===== src/rtl/sidf_pkg.sv =====
package sidf_pkg;

    typedef enum logic {
        MODE_EXACT = 1'b0,
        MODE_SPAN  = 1'b1
    } span_mode_e;

endpackage


===== src/rtl/sidf_mask_gen.sv =====
module sidf_mask_gen
    import sidf_pkg::*;
#(
    parameter int SID_W = 32
) (
    input  logic [SID_W-1:0] match_val,
    input  span_mode_e       mode,
    output logic [SID_W-1:0] cmp_mask
);
    logic [SID_W-1:0] inc_val;
    logic [SID_W-1:0] low_run;

    // Incrementing flips the trailing ones and the lowest zero. The XOR
    // marks exactly those positions. All ones wraps to zero, which leaves
    // an empty mask.
    always_comb begin
        inc_val = match_val + SID_W'(1);
        low_run = match_val ^ inc_val;
        unique case (mode)
            MODE_EXACT: cmp_mask = '1;
            MODE_SPAN:  cmp_mask = ~low_run;
            default:    cmp_mask = '1;
        endcase
    end
endmodule


===== src/rtl/sidf_slot.sv =====
module sidf_slot
    import sidf_pkg::*;
#(
    parameter int SID_W = 32
) (
    input  logic             clk,
    input  logic             rst_n,
    input  logic             wr_en,
    input  logic [SID_W-1:0] wr_match,
    input  logic             wr_span,
    input  logic [SID_W-1:0] sid,
    output logic [SID_W-1:0] match_o,
    output logic             span_o,
    output logic             hit_o
);
    logic [SID_W-1:0] match_q;
    span_mode_e       mode_q;
    logic [SID_W-1:0] mask;

    // Reset state is the pass-everything configuration.
    always_ff @(posedge clk or negedge rst_n) begin
        if (!rst_n) begin
            match_q <= '1;
            mode_q  <= MODE_SPAN;
        end else if (wr_en) begin
            match_q <= wr_match;
            mode_q  <= span_mode_e'(wr_span);
        end
    end

    sidf_mask_gen #(.SID_W(SID_W)) mask_i (
        .match_val (match_q),
        .mode      (mode_q),
        .cmp_mask  (mask)
    );

    always_comb begin
        hit_o   = ((sid ^ match_q) & mask) == '0;
        match_o = match_q;
        span_o  = (mode_q == MODE_SPAN);
    end
endmodule


===== src/rtl/sid_span_filter.sv =====
module sid_span_filter
    import sidf_pkg::*;
#(
    parameter int NUM_CTR   = 4,
    parameter int SID_W     = 32,
    parameter int CTR_IDX_W = (NUM_CTR > 1) ? $clog2(NUM_CTR) : 1
) (
    input  logic                 clk,
    input  logic                 rst_n,
    input  logic                 glob_en,
    input  logic                 cfg_we,
    input  logic [CTR_IDX_W-1:0] cfg_idx,
    input  logic [SID_W-1:0]     cfg_match,
    input  logic                 cfg_span,
    input  logic                 sid_valid,
    input  logic [SID_W-1:0]     sid,
    output logic [NUM_CTR-1:0]   qualify
);
    logic [NUM_CTR-1:0][SID_W-1:0] slot_match;
    logic [NUM_CTR-1:0]            slot_span;
    logic [NUM_CTR-1:0]            slot_hit;
    logic [NUM_CTR-1:0]            slot_wr;
    logic [NUM_CTR-1:0]            eff_hit;

    for (genvar i = 0; i < NUM_CTR; i++) begin : g_slot
        always_comb slot_wr[i] = cfg_we && (cfg_idx == CTR_IDX_W'(i));

        sidf_slot #(.SID_W(SID_W)) slot_i (
            .clk      (clk),
            .rst_n    (rst_n),
            .wr_en    (slot_wr[i]),
            .wr_match (cfg_match),
            .wr_span  (cfg_span),
            .sid      (sid),
            .match_o  (slot_match[i]),
            .span_o   (slot_span[i]),
            .hit_o    (slot_hit[i])
        );

        // Global mode routes slot 0's decision to every counter.
        always_comb eff_hit[i] = glob_en ? slot_hit[0] : slot_hit[i];
    end

    always_ff @(posedge clk or negedge rst_n) begin
        if (!rst_n) qualify <= '0;
        else        qualify <= sid_valid ? eff_hit : '0;
    end
endmodule


===== config.mk =====
export PLATFORM = sky130hd
export DESIGN_NAME = sid_span_filter
export DESIGN_NICKNAME = d
export VERILOG_FILES = /design/src/rtl/sidf_pkg.sv /design/src/rtl/sidf_mask_gen.sv /design/src/rtl/sidf_slot.sv /design/src/rtl/sid_span_filter.sv
export SDC_FILE = /design/constraint.sdc
export NUM_CORES = 1
export LEC_CHECK = 0
export BUFFER_PORTS_ARGS = -buffer_cell sky130_fd_sc_hd__buf_2
export CORE_UTILIZATION = 60
export CTS_BUF_LIST = sky130_fd_sc_hd__clkbuf_16
export CTS_CLUSTER_DIAMETER = 100
export DETAILED_ROUTE_END_ITERATION = 10
export PLACE_DENSITY_LB_ADDON = 0.05
export SKIP_LAST_GASP = 1
export SLEW_MARGIN = 20
export SYNTH_ARGS = -nofsm -noshare
export SYNTH_HDL_FRONTEND = slang
export SYNTH_SLANG_ARGS = --single-unit

===== constraint.sdc =====
create_clock -name clk -period 2.91 [get_ports clk]
set_input_delay 0.291 -clock clk [delete_from_list [all_inputs] [get_ports clk]]
set_output_delay 0.291 -clock clk [all_outputs]
set_load 0.005 [all_outputs]

# Word level (Yosys, flattened, before mapping)
# Index checks and enable logic that the tools add are counted.
[word_totals] regBits=136 input_bits=72 wordCells=53
[classes] add_sub_neg=4 n_eq_ne=3 n_mux=8 bitwise_logic=20 reduce_logical=9
[op_table] op="32-bit one-hot mux with 2 select lines" count=4
[op_table] op="32-bit XOR" count=8
[op_table] op="32-bit by 1-bit adder with 32-bit output (second input constant)" count=4
[op_table] op="32-bit bitwise AND" count=4
[op_table] op="32-bit logical NOT" count=4
[op_table] op="32-bit NOT" count=4
[op_table] op="2-bit equality test (second input constant)" count=2
[op_table] op="1-bit logical AND" count=4
[op_table] op="4-bit 2-to-1 mux" count=1
[op_table] op="1-bit NOT" count=4
[op_table] op="1-bit 2-to-1 mux" count=3
[op_table] op="2-bit by 1-bit equality test with 1-bit output (second input constant)" count=1
[op_table] op="2-bit logical NOT" count=1

# Logic depth before layout (Yosys ltp)
[depth] ltp_word=8 mapped_depth=9 mapped_depth_nobuf=9

# Cells and area by module
# A second synthesis with hierarchy kept.
[unflattened] hier_cells=752 area_unflattened_um2=8559.5
[by_module_without_submodules] module="sidf_slot" n_inst=4 cells_per_inst=123 area_per_inst_um2=1696.6 seq_area_each_um2=867.1
[by_module_without_submodules] module="sidf_mask_gen at g_slot[0].slot_i.mask_i ..." n_inst=3 cells_per_inst=61 area_per_inst_um2=396.6 seq_area_each_um2=0.0
[by_module_without_submodules] module="sidf_mask_gen at g_slot[1].slot_i.mask_i" n_inst=1 cells_per_inst=60 area_per_inst_um2=401.6 seq_area_each_um2=0.0
[by_module_without_submodules] module="sid_span_filter" n_inst=1 cells_per_inst=17 area_per_inst_um2=181.4 seq_area_each_um2=100.1

# Worst setup path before layout
# No wires, ideal clock.
[synth_timing] kind="register to register" startpoint="register g_slot[3].slot_i.match_q[0]" endpoint="register qualify[3]" setup_ns=0.077 arrival_ns=2.541 setup_slack_ns=0.292 path_stages_with_launch=9 path_buffers=0 period_less_slack_ns=2.618 cell_sequence="dfstp_2 -> ha_1 -> nand4_1 -> or4_4 -> nor3_2 -> a21oi_1 -> or4_1 -> or3_1 -> a21oi_1"
[synth_between] elab_chain_cells=8 elab_cells_between_ends=9 cone_classes="add/sub (1); mux (3); bitwise (4); reduce/logical (1)"
[synth_rtl] item="start: declaration" line="sidf_slot.sv:16" source="logic [SID_W-1:0] match_q;"
[synth_rtl] item="start signal: assignment" line="sidf_slot.sv:26" source="match_q <= wr_match;"
[synth_rtl] item="32-bit by 1-bit adder with 32-bit output" line="sidf_mask_gen.sv:17" source="inc_val = match_val + SID_W'(1);"
[synth_rtl] item="32-bit XOR" line="sidf_mask_gen.sv:18" source="low_run = match_val ^ inc_val;"
[synth_rtl] item="32-bit NOT" line="sidf_mask_gen.sv:21" source="MODE_SPAN: cmp_mask = ~low_run;"
[synth_rtl] item="32-bit one-hot mux with 2 select lines" line="sidf_mask_gen.sv:19" source="unique case (mode)"
[synth_rtl] item="32-bit bitwise AND (*)" line="sidf_slot.sv:38" source="hit_o = ((sid ^ match_q) & mask) == '0;"
[synth_rtl] item="32-bit logical NOT (*)" line="sidf_slot.sv:38"
[synth_rtl] item="1-bit 2-to-1 mux (*)" line="sid_span_filter.sv:41" source="always_comb eff_hit[i] = glob_en ? slot_hit[0] : slot_hit[i];"
[synth_rtl] item="4-bit 2-to-1 mux (*)" line="sid_span_filter.sv:46" source="else qualify <= sid_valid ? eff_hit : '0;"
[synth_rtl] item="end signal: assignment" line="sid_span_filter.sv:46"
[synth_rtl] item="end: declaration" line="sid_span_filter.sv:17" source="output logic [NUM_CTR-1:0] qualify"
# Mark *: on every way between the ends. The rest lies on a longest branch, timed or not.
# A chain may end at the register's enable or synchronous reset.

# Final worst setup path
[layout_timing] startpoint="register g_slot[3].slot_i.match_q[14]" endpoint="register qualify[3]"
# The elaborated chain is that of the path after synthesis.

==> flow_metrics.tcl <==
set metrics [dict create \
    synth.distinct_cells 58 \
    drc 0 \
    crit_type "flop to flop" \
    hpwl_mm 21.33 \
    period_share 0.9922 \
    synthesis.nets 884 \
    drv_cap 0 \
    drv_slew 0 \
    drive_above_1_share 0.4705 \
    drt-total-wl_mm 28.63 \
    num_vias 7547 \
    crit_fanout 4 \
    synthCells 807 \
    start_util 0.6268 \
    setup_viol 0 \
    hold_class "input port to flop" \
    synthArstFlopShare 1.000 \
    crit_family "simple AND/OR/NAND/NOR gates" \
    path_clk_slew_ns 0.06 \
    setup_slack_ns 0.02272 \
    pre_cts_ws_ns -0.1686 \
    numPortBuffers 75 \
    fin_tns_setup_ns 0 \
    place.gp.congestion 1.014 \
    worst_path_max_delay_cell "dfstp_2" \
    rsz0062_at_grt "yes" \
    cpPeakStageDelay_ns 0.58 \
    start_kind "flop" \
    dieArea_mm2 0.01453 \
    final.setup_skew_ns 0.008642 \
    fillers 914 \
    worst_r2r_startpoint "g_slot[3].slot_i.match_o[14]$_DFFE_PN1P_" \
    path_cells "nand4_1 > nor3_1 > buf_4 > nand2_1 > o21ai_1 > a22oi_1 > or4_1 > or3_1 > a21oi_1" \
    first_pass_iters 7 \
    netlist_area_mm2 0.008432 \
    postLayoutCoreUtil 0.7423 \
    ys_seq_area_frac 0.4232 \
    max_freq_mhz 346.3 \
    yosys_most_used_dff "dfstp_2" \
    antenna_found_initial 1 \
    cts_tree "done" \
    status "finished clean" \
    end_kind "flop" \
    ios 76 \
    root_buffer "clkbuf_16" \
    synth_edf_count 0 \
    synth-seq-cells 136 \
    cts_sinks 136 \
    grt_use_total 0.4116 \
    hold_start "cfg_match[14]" \
    clockBufferDepth 2 \
    h-tree-depth 4 \
    drt_iter0_drc 903 \
    ir_worst_vdd_mv 0.6825 \
    hold_violations 0 \
    yosys_warnings 0 \
    n_antenna_cell 0 \
    p_per_area_mw_per_mm2 710.4 \
    grt_pass1_vias 7395 \
    period_needed_ns 2.887 \
    chipHeight_um 120.5 \
    rows 42 \
    syn_area_per_cell_um2 10.45 \
    slew_headroom 0.2479 \
    antenna_left 0 \
    startpoint "g_slot[3].slot_i.match_o[14]$_DFFE_PN1P_" \
    fin_nets 995 \
    clock_latency_ns 0.43 \
    routedWlPerCell_um 25.86 \
    syn_to_final_growth_pct 18.43 \
    viasPerCell 6.818 \
    crit_buf_inv 1 \
    globalRouteOverflowTotal 0 \
    tightest_slew_ns 1.125 \
    core-area_mm2 0.01345 \
    power_mw 7.094 \
    grt_pass1_wl_mm 43.61 \
    arrival_ns 3.24 \
    p_leak_nw 3.901 \
    cts_made_buffers 17 \
    required_ns 3.27 \
    die_w_um 120.5 \
    grt_max_degree 65 \
]
==> layout by cell type, fill, tap and decap left out, types with 3 or more instances in the layout <==
master	synthesis	final
o22ai_1	9	9
clkinvlp_4	0	3
a22oi_1	7	7
dfstp_2	132	132
clkbuf_16	0	17
a21oi_1	45	45
ha_1	5	4
xnor2_1	73	73
and3_1	13	12
or2_2	3	3
inv_1	12	12
bufinv_16	0	3
a22o_1	4	4
a31oi_1	21	21
a41oi_1	9	8
and2_1	7	7
nand2_1	61	61
buf_2	1	74
o21ai_0	21	20
nor2_1	34	34
nor3_1	18	16
and4_1	11	11
or4_1	8	7
a211oi_1	6	6
xor2_1	36	36
mux2_2	130	130
nand4_1	23	23
or3_1	3	3
inv_6	0	4
nor4_1	9	7
nand3_1	26	25
nand2b_1	6	6
dfrtp_1	4	4
buf_4	0	49
==> logic make-up (layout without fill, tap and decap cells) <==
| kind of cell | after synthesis | after routing | share of synthesized area |
|---|---|---|---|
| buf+inv | 46 | 170 | 0.02151 |
| xor+xnor | 110 | 110 | 0.1152 |
| simple gates | 234 | 234 | 0.1476 |
| fa+ha+maj | 5 | 5 | 0.007419 |
| compound gates | 146 | 146 | 0.1114 |
| mux | 130 | 130 | 0.1736 |
| flops | 136 | 136 | 0.4232 |
==> worst paths after layout <==
kind / to / slack, ns / cells after the start
max: qualify[3]$_DFF_PN0_ / 0.02 / 9
min: g_slot[0].slot_i.match_o[14]$_DFFE_PN1P_ / 0.14 / 3
max reg2reg: qualify[3]$_DFF_PN0_ / 0.02 / 9
min reg2reg: g_slot[0].slot_i.match_o[2]$_DFFE_PN1P_ / 0.59 / 2
max in group asynchronous: g_slot[2].slot_i.match_o[20]$_DFFE_PN1P_ / 1.64 / 3
min in group asynchronous: qualify[0]$_DFF_PN0_ / 0.46 / 2
==> stage by stage <==
step,hold slack (ns),cell area [µm²],cells
floorplan,-0.004591,8432,807
global placement,0.3495,9250,1069
detailed placement,0.3663,9250,1069
CTS,0.1234,9897,1104
global route,0.1399,9986,1107
finish,0.1366,9986,1107
==> power by group <==
group	internal, mW	switching, mW	leakage, nW	total, mW
logic	0.855	0.973	2.17	1.83
clock network	1.35	0.876	0.286	2.22
registers	2.52	0.521	1.44	3.04
total	4.72	2.37	3.90	7.09
==> timing repair <==
action,in CTS,in global routing
endpoints found under the setup margin,2,3
hold endpoints to repair,3,0
hold buffers,1,0
cloned,0,0
setup buffers,2,3
resized for setup,4,15
pin swaps,1,5
==> worst min-delay path: stages <==
cell and delay, ns:
buf_2 0.13, nand2_1 0.05, o21ai_0 0.08
==> cell type report <==
type	instances	area (µm²)	area share
well taps	176	220.2	0.02205
clock inverters	15	173.9	0.01742
inverters	13	48.80	0.004887
repair buffers	125	768.2	0.07693
flip-flops and latches	136	3568	0.3573
clock buffers	17	425.4	0.04260
multi-input cells	625	4781	0.4788
==> cells in the mapped netlist, types with 7 or more instances <==
library cell	number	share of area
a21oi_1	45	0.027
a22oi_1	7	0.0062
a31oi_1	21	0.016
a41oi_1	9	0.0093
and2_1	7	0.0052
and3_1	13	0.0096
and4_1	11	0.011
clkbuf_1	31	0.014
dfstp_2	132	0.41
inv_1	12	0.0053
mux2_2	130	0.17
nand2_1	61	0.027
nand3_1	26	0.015
nand4_1	23	0.017
nor2_1	34	0.015
nor3_1	18	0.011
nor4_1	9	0.0067
o21ai_0	21	0.012
o22ai_1	9	0.0067
or4_1	8	0.0071
xnor2_1	73	0.076
xor2_1	36	0.037
==> state kept, by name, summed over array words and instances (netlist names) <==
| register | count |
|---|---|
| g_slot.slot_i.span_o | 4 |
| g_slot.slot_i.match_o | 128 |
| qualify | 4 |
==> per-layer routing <==
metal | routed length (µm) | vias up | track usage
met4 | 1099 | 2 | 0.1651
li1 | - | 3202 | -
met5 | 17 | - | 0
met1 | 11540 | 3725 | 0.5563
met2 | 13410 | 527 | 0.6527
met3 | 2565 | 91 | 0.07830
Power figures use the tool's default switching activity.
